`config.mk`:
```
export PLATFORM = sky130hd
export DESIGN_NAME = dbgl_bit_engine
export DESIGN_NICKNAME = d
export VERILOG_FILES = /design/src/rtl/dbgl_pkg.sv /design/src/rtl/dbgl_sync.sv /design/src/rtl/dbgl_cell_timer.sv /design/src/rtl/dbgl_tx_drive.sv /design/src/rtl/dbgl_bit_engine.sv
export SDC_FILE = /design/constraint.sdc
export NUM_CORES = 1
export LEC_CHECK = 0
export ABC_AREA = 1
export BUFFER_PORTS_ARGS = -buffer_cell sky130_fd_sc_hd__buf_2
export CAP_MARGIN = 20
export CELL_PAD_IN_SITES_DETAIL_PLACEMENT = 0
export CELL_PAD_IN_SITES_GLOBAL_PLACEMENT = 1
export CORE_MARGIN = 10
export CORE_UTILIZATION = 35
export CTS_CLUSTER_SIZE = 20
export DETAILED_ROUTE_END_ITERATION = 16
export HOLD_SLACK_MARGIN = 0.1
export PLACE_DENSITY = 0.76
export SYNTH_ARGS = -nofsm -noshare
export SYNTH_HDL_FRONTEND = slang
export SYNTH_SLANG_ARGS = --single-unit
```
`constraint.sdc`:
```
create_clock -name clk -period 4.05 [get_ports clk]
set_clock_uncertainty 0.15 [all_clocks]
set_input_delay 0.2025 -clock clk [delete_from_list [all_inputs] [get_ports clk]]
set_output_delay 0.2025 -clock clk [all_outputs]
set_load 0.01 [all_outputs]
```
`src/rtl/dbgl_pkg.sv`:
```
package dbgl_pkg;

  // True when cnt lies in the inclusive range [lo, hi].
  function automatic logic in_span(input int unsigned cnt,
                                   input int unsigned lo,
                                   input int unsigned hi);
    return (cnt >= lo) && (cnt <= hi);
  endfunction

  // Phase of a transmitted 0 during which the line is held low.
  function automatic logic zero_hold(input int unsigned cnt,
                                     input int unsigned zero_end);
    return in_span(cnt, 1, zero_end - 1);
  endfunction

  // Single-cycle phase of the speed-up pulse for a transmitted 1.
  function automatic logic pulse_phase(input int unsigned cnt,
                                       input int unsigned pulse_at);
    return cnt == pulse_at;
  endfunction

endpackage

```
`src/rtl/dbgl_sync.sv`:
```
module dbgl_sync #(
  parameter int STAGES = 2
) (
  input  logic clk,
  input  logic rst_n,
  input  logic line_in,
  output logic line_s,
  output logic fall
);
  logic [STAGES-1:0] chain;
  logic              prev;

  generate
    for (genvar i = 0; i < STAGES; i++) begin : g_stage
      if (i == 0) begin : g_first
        always_ff @(posedge clk or negedge rst_n) begin
          if (!rst_n) chain[0] <= 1'b1;
          else        chain[0] <= line_in;
        end
      end else begin : g_next
        always_ff @(posedge clk or negedge rst_n) begin
          if (!rst_n) chain[i] <= 1'b1;
          else        chain[i] <= chain[i-1];
        end
      end
    end
  endgenerate

  assign line_s = chain[STAGES-1];

  always_ff @(posedge clk or negedge rst_n) begin
    if (!rst_n) prev <= 1'b1;
    else        prev <= line_s;
  end

  assign fall = prev & ~line_s;


  fall_single_chk: assert property (@(posedge clk) disable iff (!rst_n)
    fall |=> !fall);
endmodule

```
`src/rtl/dbgl_cell_timer.sv`:
```
module dbgl_cell_timer #(
  parameter int BLANK     = 16,
  parameter int SAMPLE_AT = 10,
  parameter int CNT_W     = 5
) (
  input  logic             clk,
  input  logic             rst_n,
  input  logic             fall,
  output logic [CNT_W-1:0] cnt,
  output logic             cell_start,
  output logic             sample_now,
  output logic             idle
);
  localparam logic [CNT_W-1:0] LAST = CNT_W'(BLANK - 1);

  assign idle       = (cnt == '0);
  assign cell_start = fall & idle;
  assign sample_now = (cnt == CNT_W'(SAMPLE_AT));

  always_ff @(posedge clk or negedge rst_n) begin
    if (!rst_n)            cnt <= '0;
    else if (cell_start)   cnt <= CNT_W'(1);
    else if (cnt == LAST)  cnt <= '0;
    else if (!idle)        cnt <= cnt + CNT_W'(1);
  end


  busy_edge_ignored_chk: assert property (@(posedge clk) disable iff (!rst_n)
    (fall && !idle) |=> cnt != CNT_W'(1));


  cnt_bound_chk: assert property (@(posedge clk) disable iff (!rst_n)
    cnt <= LAST);
endmodule

```
`src/rtl/dbgl_tx_drive.sv`:
```
module dbgl_tx_drive #(
  parameter int PULSE_AT = 7,
  parameter int ZERO_END = 13,
  parameter int CNT_W    = 5
) (
  input  logic             clk,
  input  logic             rst_n,
  input  logic             tx_valid,
  input  logic             tx_bit,
  input  logic             fall,
  input  logic             idle,
  input  logic             cell_start,
  input  logic [CNT_W-1:0] cnt,
  output logic             tx_ready,
  output logic             cell_tx,
  output logic             line_oe,
  output logic             line_out
);
  import dbgl_pkg::*;

  logic pending, pend_bit, cell_bit;
  logic drive_low, speedup;

  assign tx_ready = idle & ~pending & ~fall;

  always_ff @(posedge clk or negedge rst_n) begin
    if (!rst_n) begin
      pending  <= 1'b0;
      pend_bit <= 1'b0;
      cell_tx  <= 1'b0;
      cell_bit <= 1'b0;
    end else if (cell_start) begin
      cell_tx  <= pending;
      cell_bit <= pend_bit;
      pending  <= 1'b0;
    end else if (tx_valid && tx_ready) begin
      pending  <= 1'b1;
      pend_bit <= tx_bit;
    end
  end

  assign drive_low = cell_tx & ~cell_bit & zero_hold(32'(cnt), ZERO_END);
  assign speedup   = cell_tx &  cell_bit & pulse_phase(32'(cnt), PULSE_AT);
  assign line_oe   = drive_low | speedup;
  assign line_out  = speedup;


  out_needs_oe_chk: assert property (@(posedge clk) disable iff (!rst_n)
    line_out |-> line_oe);


  pulse_short_chk: assert property (@(posedge clk) disable iff (!rst_n)
    (line_oe && line_out) |=> !line_out);


  drive_only_tx_chk: assert property (@(posedge clk) disable iff (!rst_n)
    line_oe |-> cell_tx);


  ready_low_busy_chk: assert property (@(posedge clk) disable iff (!rst_n)
    (tx_valid && tx_ready && !cell_start) |=> !tx_ready);
endmodule

```
`src/rtl/dbgl_bit_engine.sv`:
```
module dbgl_bit_engine #(
  parameter int SYNC_STAGES = 2,
  parameter int SAMPLE_AT   = 10,
  parameter int PULSE_AT    = 7,
  parameter int ZERO_END    = 13,
  parameter int BLANK       = 16
) (
  input  logic clk,
  input  logic rst_n,
  input  logic line_in,
  output logic line_oe,
  output logic line_out,
  input  logic tx_valid,
  input  logic tx_bit,
  output logic tx_ready,
  output logic rx_valid,
  output logic rx_bit
);
  localparam int CNT_W = $clog2(BLANK + 1);

  logic             line_s, fall, cell_start, sample_now, idle, cell_tx;
  logic [CNT_W-1:0] cnt;

  dbgl_sync #(.STAGES(SYNC_STAGES)) u_sync (
    .clk(clk), .rst_n(rst_n), .line_in(line_in),
    .line_s(line_s), .fall(fall)
  );

  dbgl_cell_timer #(.BLANK(BLANK), .SAMPLE_AT(SAMPLE_AT), .CNT_W(CNT_W)) u_timer (
    .clk(clk), .rst_n(rst_n), .fall(fall), .cnt(cnt),
    .cell_start(cell_start), .sample_now(sample_now), .idle(idle)
  );

  dbgl_tx_drive #(.PULSE_AT(PULSE_AT), .ZERO_END(ZERO_END), .CNT_W(CNT_W)) u_tx (
    .clk(clk), .rst_n(rst_n), .tx_valid(tx_valid), .tx_bit(tx_bit),
    .fall(fall), .idle(idle), .cell_start(cell_start), .cnt(cnt),
    .tx_ready(tx_ready), .cell_tx(cell_tx),
    .line_oe(line_oe), .line_out(line_out)
  );

  always_ff @(posedge clk or negedge rst_n) begin
    if (!rst_n) begin
      rx_valid <= 1'b0;
      rx_bit   <= 1'b0;
    end else begin
      rx_valid <= sample_now & ~cell_tx;
      if (sample_now && !cell_tx) rx_bit <= line_s;
    end
  end


  rx_one_cycle_chk: assert property (@(posedge clk) disable iff (!rst_n)
    rx_valid |=> !rx_valid);


  rx_not_in_tx_chk: assert property (@(posedge clk) disable iff (!rst_n)
    rx_valid |-> !line_oe);
endmodule

```
==> qor.txt <==
Largest stage delay on the critical path -> 0.55 ns
Setup slack, reg-to-reg -> 2.10 ns
Die outline width -> 65.50 microns
Vias/cell -> 4.387
Proportion of layout cells with a drive suffix above 1 -> 0.2577
Bufs and invs on worst path -> 2
Clk sink count -> 14
Post-synthesis instance total -> 80
Antenna Violating Nets Remaining -> 0
Power density cells -> 631.2 nW/um^2
Type of the worst min-delay path -> primary input to async pin
Vert. Die Dim -> 65.50 microns
Post-CTS sizing -> 0
Wire length of the first global-routing pass -> 2.270 mm
Final worst-path cycle share -> 0.4822
Synth top area cells -> sky130_fd_sc_hd__dfrtp_1 (38%), sky130_fd_sc_hd__dfstp_2 (11%), sky130_fd_sc_hd__nand2_1 (8.8%), sky130_fd_sc_hd__ha_1 (6.9%), sky130_fd_sc_hd__inv_1 (6.7%)
Total count of max-transition violations in the final report -> 0
WP data required -> 4.12 ns
Routed len/inst -> 10.32 microns
Crit. path cell count -> 7
Leading cell types by count after synthesis -> sky130_fd_sc_hd__nand2_1 (17), sky130_fd_sc_hd__inv_1 (13), sky130_fd_sc_hd__dfrtp_1 (11)
Antenna violations before repair -> 0
Arrival time worst endpoint -> 2.02 ns
Timing startpoint of the critical path -> u_timer.cnt[0]$_DFFE_PN0P_
Number of buffers on the longest clock path -> 2
Library cell used as clock root buffer -> sky130_fd_sc_hd__clkbuf_4
Cell area after layout -> 878.3 sq um
Number of enable-type register cells in the synthesized netlist -> 0
Leakage -> 0.4593 nW
Overall power -> 0.0005544 W
Core area -> 1962 sq um
Number of flip-flops under the largest register name -> 5
Sequential-to-total area share from yosys stat -> 0.4888
Post-place setup slack -> 2.506 ns
# setup viols final -> 0
Series of cell instances along the critical path -> inv_1, ha_1, nand3_4, nor2_2, nand3_1, dlygate4sd3_1, nand2_1
Post-synthesis compound-gate area fraction -> 0.06563
Crit Path Max Fanout -> 5
Multiplexer area fraction after synthesis -> 0
Class of the most critical setup path -> register to register
Clock latency reported for the late side of the worst-skew pair -> 0.28 ns
Global routing usage summed across all routing layers -> 0.06974
Unrepaired setup endpoints after global routing -> false
YS warnings -> 0
Max rail drop VDD -> 299.8 uV
Clock tree from TritonCTS -> done
Grt ovf -> 0
Post-CTS Setup Bufs -> 0
Count of distinct cell types in the synthesized netlist -> 22
Run status -> complete, no violations
Maximum clock rate -> 0.5121 GHz
Final hold violations -> 0
Largest family of logic cells by synthesized area -> simple AND/OR/NAND/NOR gates
Top flip-flop cell by instance count after synthesis -> sky130_fd_sc_hd__dfrtp_1
1st-iter DRT viols -> 9
Category of the worst setup path launch point -> register
Slew margin rel. -> 0.7821
Worst setup EP type -> register
Post-Syn Area per Cell -> 9.056 sq um
Cell Rows -> 16
Via count -> 544
Worst Setup Slack, final -> 2.097 ns
Category of cells accounting for the largest share of critical-path delay -> buffers and inverters
Clock Pin Slew Worst Setup and Hold Paths -> 0.09 ns
Pin slew with the least headroom to its limit -> 0.3268 ns
Slowest stage cell, crit path -> sky130_fd_sc_hd__dlygate4sd3_1
Library cell occupying the most area in the post-synthesis netlist -> sky130_fd_sc_hd__dfrtp_1
Area growth from synthesis to layout -> 21.24%
Number of antenna repair diodes -> 0
Time the final worst path needs with I/O delays and setup -> 1.953 ns
Number of optimization iterations in the first detailed-route pass -> 5
Worst R2R End -> u_tx.pend_bit$_DFFE_PN0P_
Share of the synthesized area in the top cell type -> 0.3800
Synthesized netlist net count -> 89
Cell with the most instances after synthesis -> sky130_fd_sc_hd__nand2_1
Synthesized-area fraction occupied by adder cells -> 0.06908
Clock buffer count from CTS -> 3
Vias in the first global route -> 512
Total Nets Final -> 107
Worst reg-to-reg path cell count -> 7
Port-buffer cells -> 9
Post-synthesis async set-or-reset flop share -> 1.000
Maximum number of pins on one net before global-route repair -> 15
Post-synthesis share of cell area spent on and, or, nand and nor gates -> 0.2694
Fraction of synthesized cell area in xor and xnor cells -> 0.01209
Reg2reg start -> u_timer.cnt[0]$_DFFE_PN0P_
Total wirelength of the detailed-routed design -> 1.280 mm
Area post-placement -> 792.0 sq um
Total of max-cap violations -> 0
DRC violation count after routing -> 0
Initial Utilization -> 0.3693
Die area -> 4290 sq um
DP Wirelength -> 998.4 microns
Top register by number of flip-flops -> u_timer.cnt
Flip-flop and latch count after synthesis -> 14
Area of the mapped netlist -> 724.4 sq um
Final sum of negative setup slack -> 0 ns
Number of placed I/O pins -> 10
Final estimated routing congestion in global placement -> 0.8366
H-Tree Depth -> 1
-- worst max-delay path by stage --
stage / slack (ns) / endpoint
4_1_cts: 2.09 / u_tx.pend_bit$_DFFE_PN0P_
6_report: 2.10 / u_tx.pend_bit$_DFFE_PN0P_
2_1_floorplan: 2.66 / u_tx.pend_bit$_DFFE_PN0P_
5_1_grt: 1.97 / u_tx.pend_bit$_DFFE_PN0P_
3_5_place_dp: 2.51 / u_tx.pend_bit$_DFFE_PN0P_
3_3_place_gp: 2.49 / u_tx.pend_bit$_DFFE_PN0P_
-- final cells by class --
class                   count  area, sq um
clock buffers               4        36.28
inverters                  15        57.56
well taps                  27        33.78
fillers                   206         1084
multi-input cells          50        301.5
repair buffers             14        95.09
flip-flops and latches     14        354.1
-- per-stage QoR --
step                hold WS, ns    util  std cells
global route             0.2221  0.4477        124
CTS                      0.1883  0.4477        124
global placement       -0.03574  0.4037        115
floorplan               -0.2431       -         80
finish                   0.1928  0.4477        124
detailed placement     -0.03298  0.4037        115
-- per-layer routing --
| layer | track usage | vias up | share of wire |
|---|---|---|---|
| li1 | - | 290 | - |
| met1 | 0.08055 | 238 | 0.47 |
| met4 | 0.07219 | 0 | 0.041 |
| met5 | 0 | - | 0 |
| met3 | 0.02712 | 4 | 0.066 |
| met2 | 0.09268 | 12 | 0.42 |
-- where the power goes --
part | switching (W) | internal [W] | total, W
Sequential | 0.0000491 | 0.000188 | 0.000237
Clock | 0.0000454 | 0.0000547 | 0.000100
Combinational | 0.000129 | 0.0000886 | 0.000218
Total | 0.000224 | 0.000331 | 0.000554
-- layout by cell type (no fill, tap or decap) --
| master | instances |
|---|---|
| sky130_fd_sc_hd__o21ai_0 | 1 |
| sky130_fd_sc_hd__nand3_2 | 1 |
| sky130_fd_sc_hd__inv_1 | 13 |
| sky130_fd_sc_hd__nor2_4 | 2 |
| sky130_fd_sc_hd__nor2_2 | 2 |
| sky130_fd_sc_hd__nand2_1 | 17 |
| sky130_fd_sc_hd__xor2_1 | 1 |
| sky130_fd_sc_hd__nand3_4 | 1 |
| sky130_fd_sc_hd__nand4_1 | 2 |
| sky130_fd_sc_hd__a21oi_1 | 3 |
| sky130_fd_sc_hd__nor3_1 | 2 |
| sky130_fd_sc_hd__dlygate4sd3_1 | 5 |
| sky130_fd_sc_hd__nand3_1 | 5 |
| sky130_fd_sc_hd__dfrtp_1 | 11 |
| sky130_fd_sc_hd__o211ai_1 | 1 |
| sky130_fd_sc_hd__nor2_1 | 3 |
| sky130_fd_sc_hd__o21ai_1 | 4 |
| sky130_fd_sc_hd__inv_2 | 1 |
| sky130_fd_sc_hd__ha_1 | 4 |
| sky130_fd_sc_hd__clkinv_2 | 1 |
| sky130_fd_sc_hd__dfstp_2 | 3 |
| sky130_fd_sc_hd__nor3_2 | 1 |
| sky130_fd_sc_hd__buf_2 | 9 |
| sky130_fd_sc_hd__clkbuf_8 | 1 |
| sky130_fd_sc_hd__clkbuf_4 | 3 |
-- cell families (layout without fill, tap and decap cells) --
kind of cell,Yosys count,count (layout)
AO/OA/AOI/OAI,9,9
XOR/XNOR,1,1
adder cells (fa/ha/maj),4,4
buffers and inverters,16,33
flip-flops,14,14
AND/OR/NAND/NOR,36,36
-- what timing repair did --
action | in CTS | in global routing
hold buffers | 5 | 0
endpoints found under the hold margin | 17 | 0
endpoints found under the setup margin | 0 | 0
Power figures use the tool's default switching activity.
